`config.mk`:
```
export PLATFORM = sky130hd
export DESIGN_NAME = xbar_slave_arb
export DESIGN_NICKNAME = d
export VERILOG_FILES = /design/src/rtl/xbar_arb_pkg.sv /design/src/rtl/xbar_arb_prio_regs.sv /design/src/rtl/xbar_arb_pick.sv /design/src/rtl/xbar_arb_owner.sv /design/src/rtl/xbar_slave_arb.sv
export SDC_FILE = /design/constraint.sdc
export NUM_CORES = 1
export LEC_CHECK = 0
export BUFFER_PORTS_ARGS = -buffer_cell sky130_fd_sc_hd__buf_2
export CAP_MARGIN = 20
export CORE_AREA = 2 2 52 54
export DETAILED_ROUTE_END_ITERATION = 10
export DIE_AREA = 0 0 54 56
export PLACE_DENSITY_LB_ADDON = 0.1
export RECOVER_POWER = 100
export SKIP_LAST_GASP = 1
export SLEW_MARGIN = 20
export SYNTH_ARGS = -nofsm -noshare
export SYNTH_HDL_FRONTEND = slang
export SYNTH_SLANG_ARGS = --single-unit
```
`constraint.sdc`:
```
create_clock -name clk -period 13.55 [get_ports clk]
set_clock_uncertainty 0.2 [all_clocks]
set_input_delay 2.71 -clock clk [delete_from_list [all_inputs] [get_ports clk]]
set_output_delay 2.71 -clock clk [all_outputs]
set_load 0.005 [all_outputs]
```
`src/rtl/xbar_arb_pkg.sv`:
```
package xbar_arb_pkg;

   // Variant used to break a tie among equal top-priority requesters
   typedef enum logic {
      TIE_FIXED  = 1'b0,   // lowest index wins
      TIE_ROTATE = 1'b1    // rotate after the last granted master
   } tie_mode_e;

   // Width of an index able to name n masters (at least one bit)
   function automatic int idx_width(input int n);
      return (n > 2) ? $clog2(n) : 1;
   endfunction

endpackage

```
`src/rtl/xbar_arb_prio_regs.sv`:
```
module xbar_arb_prio_regs #(
   parameter int N   = 4,
   parameter int PW  = 2,
   parameter int IDW = 2
) (
   input  logic            clk,
   input  logic            rst_n,
   input  logic            wr_en,
   input  logic [IDW-1:0]  wr_sel,
   input  logic [PW-1:0]   wr_val,
   output logic [N*PW-1:0] prio_flat
);

   for (genvar m = 0; m < N; m++) begin : g_reg
      logic [PW-1:0] level_q;
      logic          hit;

      assign hit = wr_en && (wr_sel == IDW'(m));

      always_ff @(posedge clk or negedge rst_n) begin
         if (!rst_n) begin
            level_q <= '0;
         end else if (hit) begin
            level_q <= wr_val;
         end
      end

      assign prio_flat[m*PW +: PW] = level_q;
   end

endmodule

```
`src/rtl/xbar_arb_pick.sv`:
```
module xbar_arb_pick
   import xbar_arb_pkg::*;
#(
   parameter int        N        = 4,
   parameter int        PW       = 2,
   parameter int        IDW      = 2,
   parameter tie_mode_e TIE_MODE = TIE_ROTATE
) (
   input  logic [N-1:0]    req,
   input  logic [N*PW-1:0] prio_flat,
   input  logic [IDW-1:0]  last_id,
   output logic            win_valid,
   output logic [IDW-1:0]  win_id
);

   logic [PW-1:0] top_level;
   logic [N-1:0]  contender;

   // Largest priority value among current requesters
   always_comb begin
      top_level = '0;
      for (int m = 0; m < N; m++) begin
         if (req[m] && (prio_flat[m*PW +: PW] > top_level)) begin
            top_level = prio_flat[m*PW +: PW];
         end
      end
   end

   for (genvar m = 0; m < N; m++) begin : g_cont
      assign contender[m] = req[m] && (prio_flat[m*PW +: PW] == top_level);
   end

   assign win_valid = |req;

   if (TIE_MODE == TIE_ROTATE) begin : g_rotate
      // Scan from the farthest position back to last+1 so the nearest wins
      always_comb begin
         win_id = '0;
         for (int k = N; k >= 1; k--) begin
            int pos;
            pos = int'(last_id) + k;
            if (pos >= N) pos = pos - N;
            if (contender[pos]) win_id = IDW'(pos);
         end
      end
   end else begin : g_fixed
      always_comb begin
         win_id = '0;
         for (int m = N - 1; m >= 0; m--) begin
            if (contender[m]) win_id = IDW'(m);
         end
      end
   end

endmodule

```
`src/rtl/xbar_arb_owner.sv`:
```
module xbar_arb_owner #(
   parameter int N   = 4,
   parameter int IDW = 2
) (
   input  logic           clk,
   input  logic           rst_n,
   input  logic [N-1:0]   req,
   input  logic [N-1:0]   done,
   input  logic           win_valid,
   input  logic [IDW-1:0] win_id,
   output logic [IDW-1:0] last_id,
   output logic [N-1:0]   gnt,
   output logic           gnt_valid,
   output logic [IDW-1:0] gnt_id
);

   logic           own_v_q;
   logic [IDW-1:0] own_id_q;
   logic [IDW-1:0] last_q;
   logic           release_now;

   // Slave free, owner finished, or owner withdrew its request
   assign release_now = !own_v_q || done[own_id_q] || !req[own_id_q];

   always_ff @(posedge clk or negedge rst_n) begin
      if (!rst_n) begin
         own_v_q  <= 1'b0;
         own_id_q <= '0;
         last_q   <= IDW'(N - 1);
      end else if (release_now) begin
         own_v_q <= win_valid;
         if (win_valid) begin
            own_id_q <= win_id;
            last_q   <= win_id;
         end
      end
   end

   for (genvar m = 0; m < N; m++) begin : g_gnt
      assign gnt[m] = own_v_q && (own_id_q == IDW'(m));
   end

   assign gnt_valid = own_v_q;
   assign gnt_id    = own_v_q ? own_id_q : '0;
   assign last_id   = last_q;

endmodule

```
`src/rtl/xbar_slave_arb.sv`:
```
module xbar_slave_arb
   import xbar_arb_pkg::*;
#(
   parameter int        N        = 4,
   parameter int        PW       = 2,
   parameter tie_mode_e TIE_MODE = TIE_ROTATE,
   localparam int       IDW      = idx_width(N)
) (
   input  logic           clk,
   input  logic           rst_n,
   input  logic [N-1:0]   req,
   input  logic [N-1:0]   done,
   input  logic           cfg_we,
   input  logic [IDW-1:0] cfg_id,
   input  logic [PW-1:0]  cfg_pri,
   output logic [N-1:0]   gnt,
   output logic           gnt_valid,
   output logic [IDW-1:0] gnt_id,
   output logic [N-1:0]   stall
);

   // Elaboration-time parameter checks
   if (N < 2) begin : g_bad_n
      $error("xbar_slave_arb: N must be at least 2");
   end
   if (PW < 1) begin : g_bad_pw
      $error("xbar_slave_arb: PW must be at least 1");
   end

   logic [N*PW-1:0] prio_flat;
   logic [IDW-1:0]  last_id;
   logic            win_valid;
   logic [IDW-1:0]  win_id;

   xbar_arb_prio_regs #(
      .N   (N),
      .PW  (PW),
      .IDW (IDW)
   ) prio_i (
      .clk       (clk),
      .rst_n     (rst_n),
      .wr_en     (cfg_we),
      .wr_sel    (cfg_id),
      .wr_val    (cfg_pri),
      .prio_flat (prio_flat)
   );

   xbar_arb_pick #(
      .N        (N),
      .PW       (PW),
      .IDW      (IDW),
      .TIE_MODE (TIE_MODE)
   ) pick_i (
      .req       (req),
      .prio_flat (prio_flat),
      .last_id   (last_id),
      .win_valid (win_valid),
      .win_id    (win_id)
   );

   xbar_arb_owner #(
      .N   (N),
      .IDW (IDW)
   ) owner_i (
      .clk       (clk),
      .rst_n     (rst_n),
      .req       (req),
      .done      (done),
      .win_valid (win_valid),
      .win_id    (win_id),
      .last_id   (last_id),
      .gnt       (gnt),
      .gnt_valid (gnt_valid),
      .gnt_id    (gnt_id)
   );

   assign stall = req & ~gnt;

endmodule

```
==> out/metrics.cfg <==
[cts]
tritoncts.num_buffers=3
postCtsSetupBuffers=0
clkTransAtPathRegs_ps=70
cts.root.buffer_cell=sky130_fd_sc_hd__clkbuf_4
clk_path_buf_depth=2
worst_skew_pair.late_latency_ps=270
post_cts.resized_instances=0
cts.sink_count=13
tritoncts=done
h-tree-depth=1
ctsHoldBuffers=0

[worst_setup_path]
cell_with_the_largest_stage_delay_on_the_worst_path=sky130_fd_sc_hd__a211oi_1
worst-path-buf-inv=3
worst_r2r_startpoint=prio_i.g_reg[0].level_q[1]
crit_family=compound AO/OA/AOI/OAI gates
startpoint=req[0]
timing.critical_path.fanout_max=14
timing_worst_setup_path_type=input port to flop
cp.required_ps=13490
reg2reg_path_depth=21
ff2ff_setup_slack_ps=7170
crit_path_end_kind=flop
setup.worst_path.start_class=input port
critical_path_cell_by_cell=clkbuf_1 -> and2_0 -> inv_1 -> ha_1 -> and2_0 -> a211oi_1 -> a21oi_1 -> ha_1 -> nor2b_1 -> o21a_1 -> a211oi_1 -> nor2_1 -> ha_1 -> a21boi_0 -> o21ai_0 -> clkbuf_1 -> o21ai_0 -> or3b_1 -> a31oi_1 -> nor4_1 -> a211oi_1 -> nor3_1
r2r_end=owner_i.own_id_q[0]
critPathMaxStageDelay_ps=690
timing.critical_path.arrival_ps=8530

[min_path]
worst_hold_path.endpoint=prio_i.g_reg[1].level_q[0]
hold_path_class=flop to flop
worst_hold_path.num_cells=1
min_from=prio_i.g_reg[1].level_q[0]

[global_routing]
global_route.usage.met1_pct=26.9
antenna_found_initial=0
grt_use_met3_pct=1.61
grt_pass1_wl_mm=4.95
first_global_vias=1190
remaining_global_route_overflow=0
global_route.peak_usage_layer=met2
grt_max_degree=15
grt_use_total_pct=21.4
globalRouteMet2Util_pct=35.5

[yosys]
synth_edf_count=0
synth_area_um2=1300
synthFlopType=sky130_fd_sc_hd__dfrtp_1
postSynthAreaPerCell_um2=8.67
yosys.area.top_type=sky130_fd_sc_hd__dfrtp_1
synthesis.yosys.warnings=0
postSynthNetCount=171
netlist_instances=150
ffs_latches_synth=13
post_synth_main_area_contributors=sky130_fd_sc_hd__dfrtp_1 (21%), sky130_fd_sc_hd__mux2_2 (6.9%), sky130_fd_sc_hd__ha_1 (5.8%), sky130_fd_sc_hd__dfstp_2 (4.0%), sky130_fd_sc_hd__inv_1 (3.8%)
async_reset_ff_share_pct=100
synth.distinct_cells=51
synth.yosys.seq_area_share_pct=25.2
yosysTopAreaCellShare_pct=21.2

[floorplan]
floorplan.die.width_um=54
die_height_um=56
num_rows=18
placeableCoreArea_um2=2430
design.die.area_um2=3020
start_util_pct=53.4
floorplan.io_pins=26

[sta]
setup_viol_count_final=0
grt_setup_unrepaired=no
min_period_over_period_pct=63.4
max_slew.worst_pin.slew_ps=795
post-route-worst-setup-slack_ps=4960
report.final.slew_viol_count=0
timing.final.hold_violations=0
max_slew_margin_pct=46.7
period_needed_ps=8590
total_negative_setup_slacks_ps=0
timing.fmax_ghz=0.116

[drt]
drt.antenna.violating_nets=0
first_pass_iters=4
detailedRoute.firstIterationViolations=24
finalWirelength_mm=3.03
route.vias.total=1268
drt-vias-per-instance=6.13
drc=0
routed_wire_length_per_instance_um=14.6

[layout]
drive_above_1_share_pct=19.2
nNetsFinal=199
final-seq-area_um2=328
multi_input_area_um2=897
most_frequent_standard_cell_in_the_layout_excluding_fill_and_tap_cells=sky130_fd_sc_hd__clkbuf_1
most-common-layout-cells=sky130_fd_sc_hd__clkbuf_1 (14), sky130_fd_sc_hd__inv_1 (13), sky130_fd_sc_hd__nor2_1 (13), sky130_fd_sc_hd__buf_2 (13), sky130_fd_sc_hd__dfrtp_1 (11)
num-fill-cells=220
num_antenna_cells=0
area_growth_pct=11.6

[power]
static-leakage-power_nw=0.607
vdd_drop_max_mv=0.120
powerDensity_nw_per_um2=175

[placed_design]
placement.io_buffers=25
place_congestion=0.900
place_hpwl_mm=2.54
pre_cts_ws_ps=5620

[job]
maxCapViolations=0

[status]
outcome=finished, final reports clean

[sequential cells by signal, summed over array words and instances, names as in the netlist]
name,cells
owner_i.gnt_valid,1
owner_i.last_id,2
owner_i.own_id_q,2
prio_i.g.level_q,8
[where the power goes]
group / total, mW / switching, mW / internal [mW]
sequential: 0.0679 / 0.0163 / 0.0516
combinational: 0.163 / 0.0940 / 0.0693
clock: 0.0226 / 0.0112 / 0.0114
total: 0.254 / 0.122 / 0.132
[cell type report]
cell class	count	share of cell area, %
Timing Repair Buffer	26	7.84
Sequential cell	13	22.6
Clock buffer	4	1.81
Multi-Input combinational cell	121	61.8
Tap cell	30	2.59
Inverter	13	3.36
[kinds of logic (layout without fill, tap and decap cells)]
kind of cell | after synthesis | count (layout) | share of synthesized area [%]
AO/OA/AOI/OAI | 47 | 47 | 30.6
XOR/XNOR | 3 | 3 | 2.02
adder cells (fa/ha/maj) | 6 | 6 | 5.77
buffers and inverters | 16 | 43 | 4.62
flip-flops | 13 | 13 | 25.2
multiplexers | 8 | 8 | 6.93
AND/OR/NAND/NOR | 57 | 57 | 24.8
[layer usage]
layer | share of wire, % | routed length [µm] | vias up
met5 | 0 | 0 | -
met4 | 1.5 | 46 | 0
met3 | 3.5 | 105 | 4
met2 | 50 | 1520 | 29
met1 | 45 | 1360 | 610
li1 | - | - | 625
[synthesized netlist by cell type, types with 2 or more instances]
library cell / count
sky130_fd_sc_hd__and3_1: 2
sky130_fd_sc_hd__mux2_2: 8
sky130_fd_sc_hd__ha_1: 6
sky130_fd_sc_hd__dfrtp_1: 11
sky130_fd_sc_hd__dfstp_2: 2
sky130_fd_sc_hd__nand3b_1: 3
sky130_fd_sc_hd__nand3_1: 7
sky130_fd_sc_hd__a211oi_1: 4
sky130_fd_sc_hd__nand4_1: 2
sky130_fd_sc_hd__inv_1: 13
sky130_fd_sc_hd__a31oi_1: 4
sky130_fd_sc_hd__o221ai_1: 2
sky130_fd_sc_hd__clkbuf_1: 3
sky130_fd_sc_hd__o21a_1: 3
sky130_fd_sc_hd__o31ai_1: 3
sky130_fd_sc_hd__o21ai_0: 5
sky130_fd_sc_hd__nor3_1: 3
sky130_fd_sc_hd__nor2b_1: 5
sky130_fd_sc_hd__xnor2_1: 3
sky130_fd_sc_hd__and2_1: 3
sky130_fd_sc_hd__a21boi_0: 2
sky130_fd_sc_hd__nor2_1: 13
sky130_fd_sc_hd__nor4_1: 2
sky130_fd_sc_hd__a21oi_1: 3
sky130_fd_sc_hd__nor3b_1: 3
sky130_fd_sc_hd__a21o_1: 3
sky130_fd_sc_hd__nand2_1: 7
sky130_fd_sc_hd__o22ai_1: 2
[per-stage QoR]
step | hold WS, ps | utilization [%] | power, mW | instances | instance area, µm²
after floorplan | 279 | - | 0.193 | 150 | 1300
after global placement | 291 | 60.0 | 0.231 | 203 | 1460
after detailed placement | 297 | 60.0 | 0.237 | 203 | 1460
after CTS | 314 | 61.1 | 0.260 | 207 | 1490
after global routing | 342 | 59.7 | 0.277 | 207 | 1450
final | 311 | 59.7 | 0.254 | 207 | 1450
[worst max path at each step]
stage	end	slack [ps]	depth (start not counted)
after floorplan	owner_i.own_id_q[0]	6340	20
after global placement	owner_i.own_id_q[0]	5850	22
after detailed placement	owner_i.own_id_q[0]	5620	22
after CTS	owner_i.own_id_q[0]	5910	22
after global routing	owner_i.own_id_q[0]	4430	22
final	owner_i.own_id_q[0]	4960	22
No activity file was read; power rests on OpenSTA's default activity.
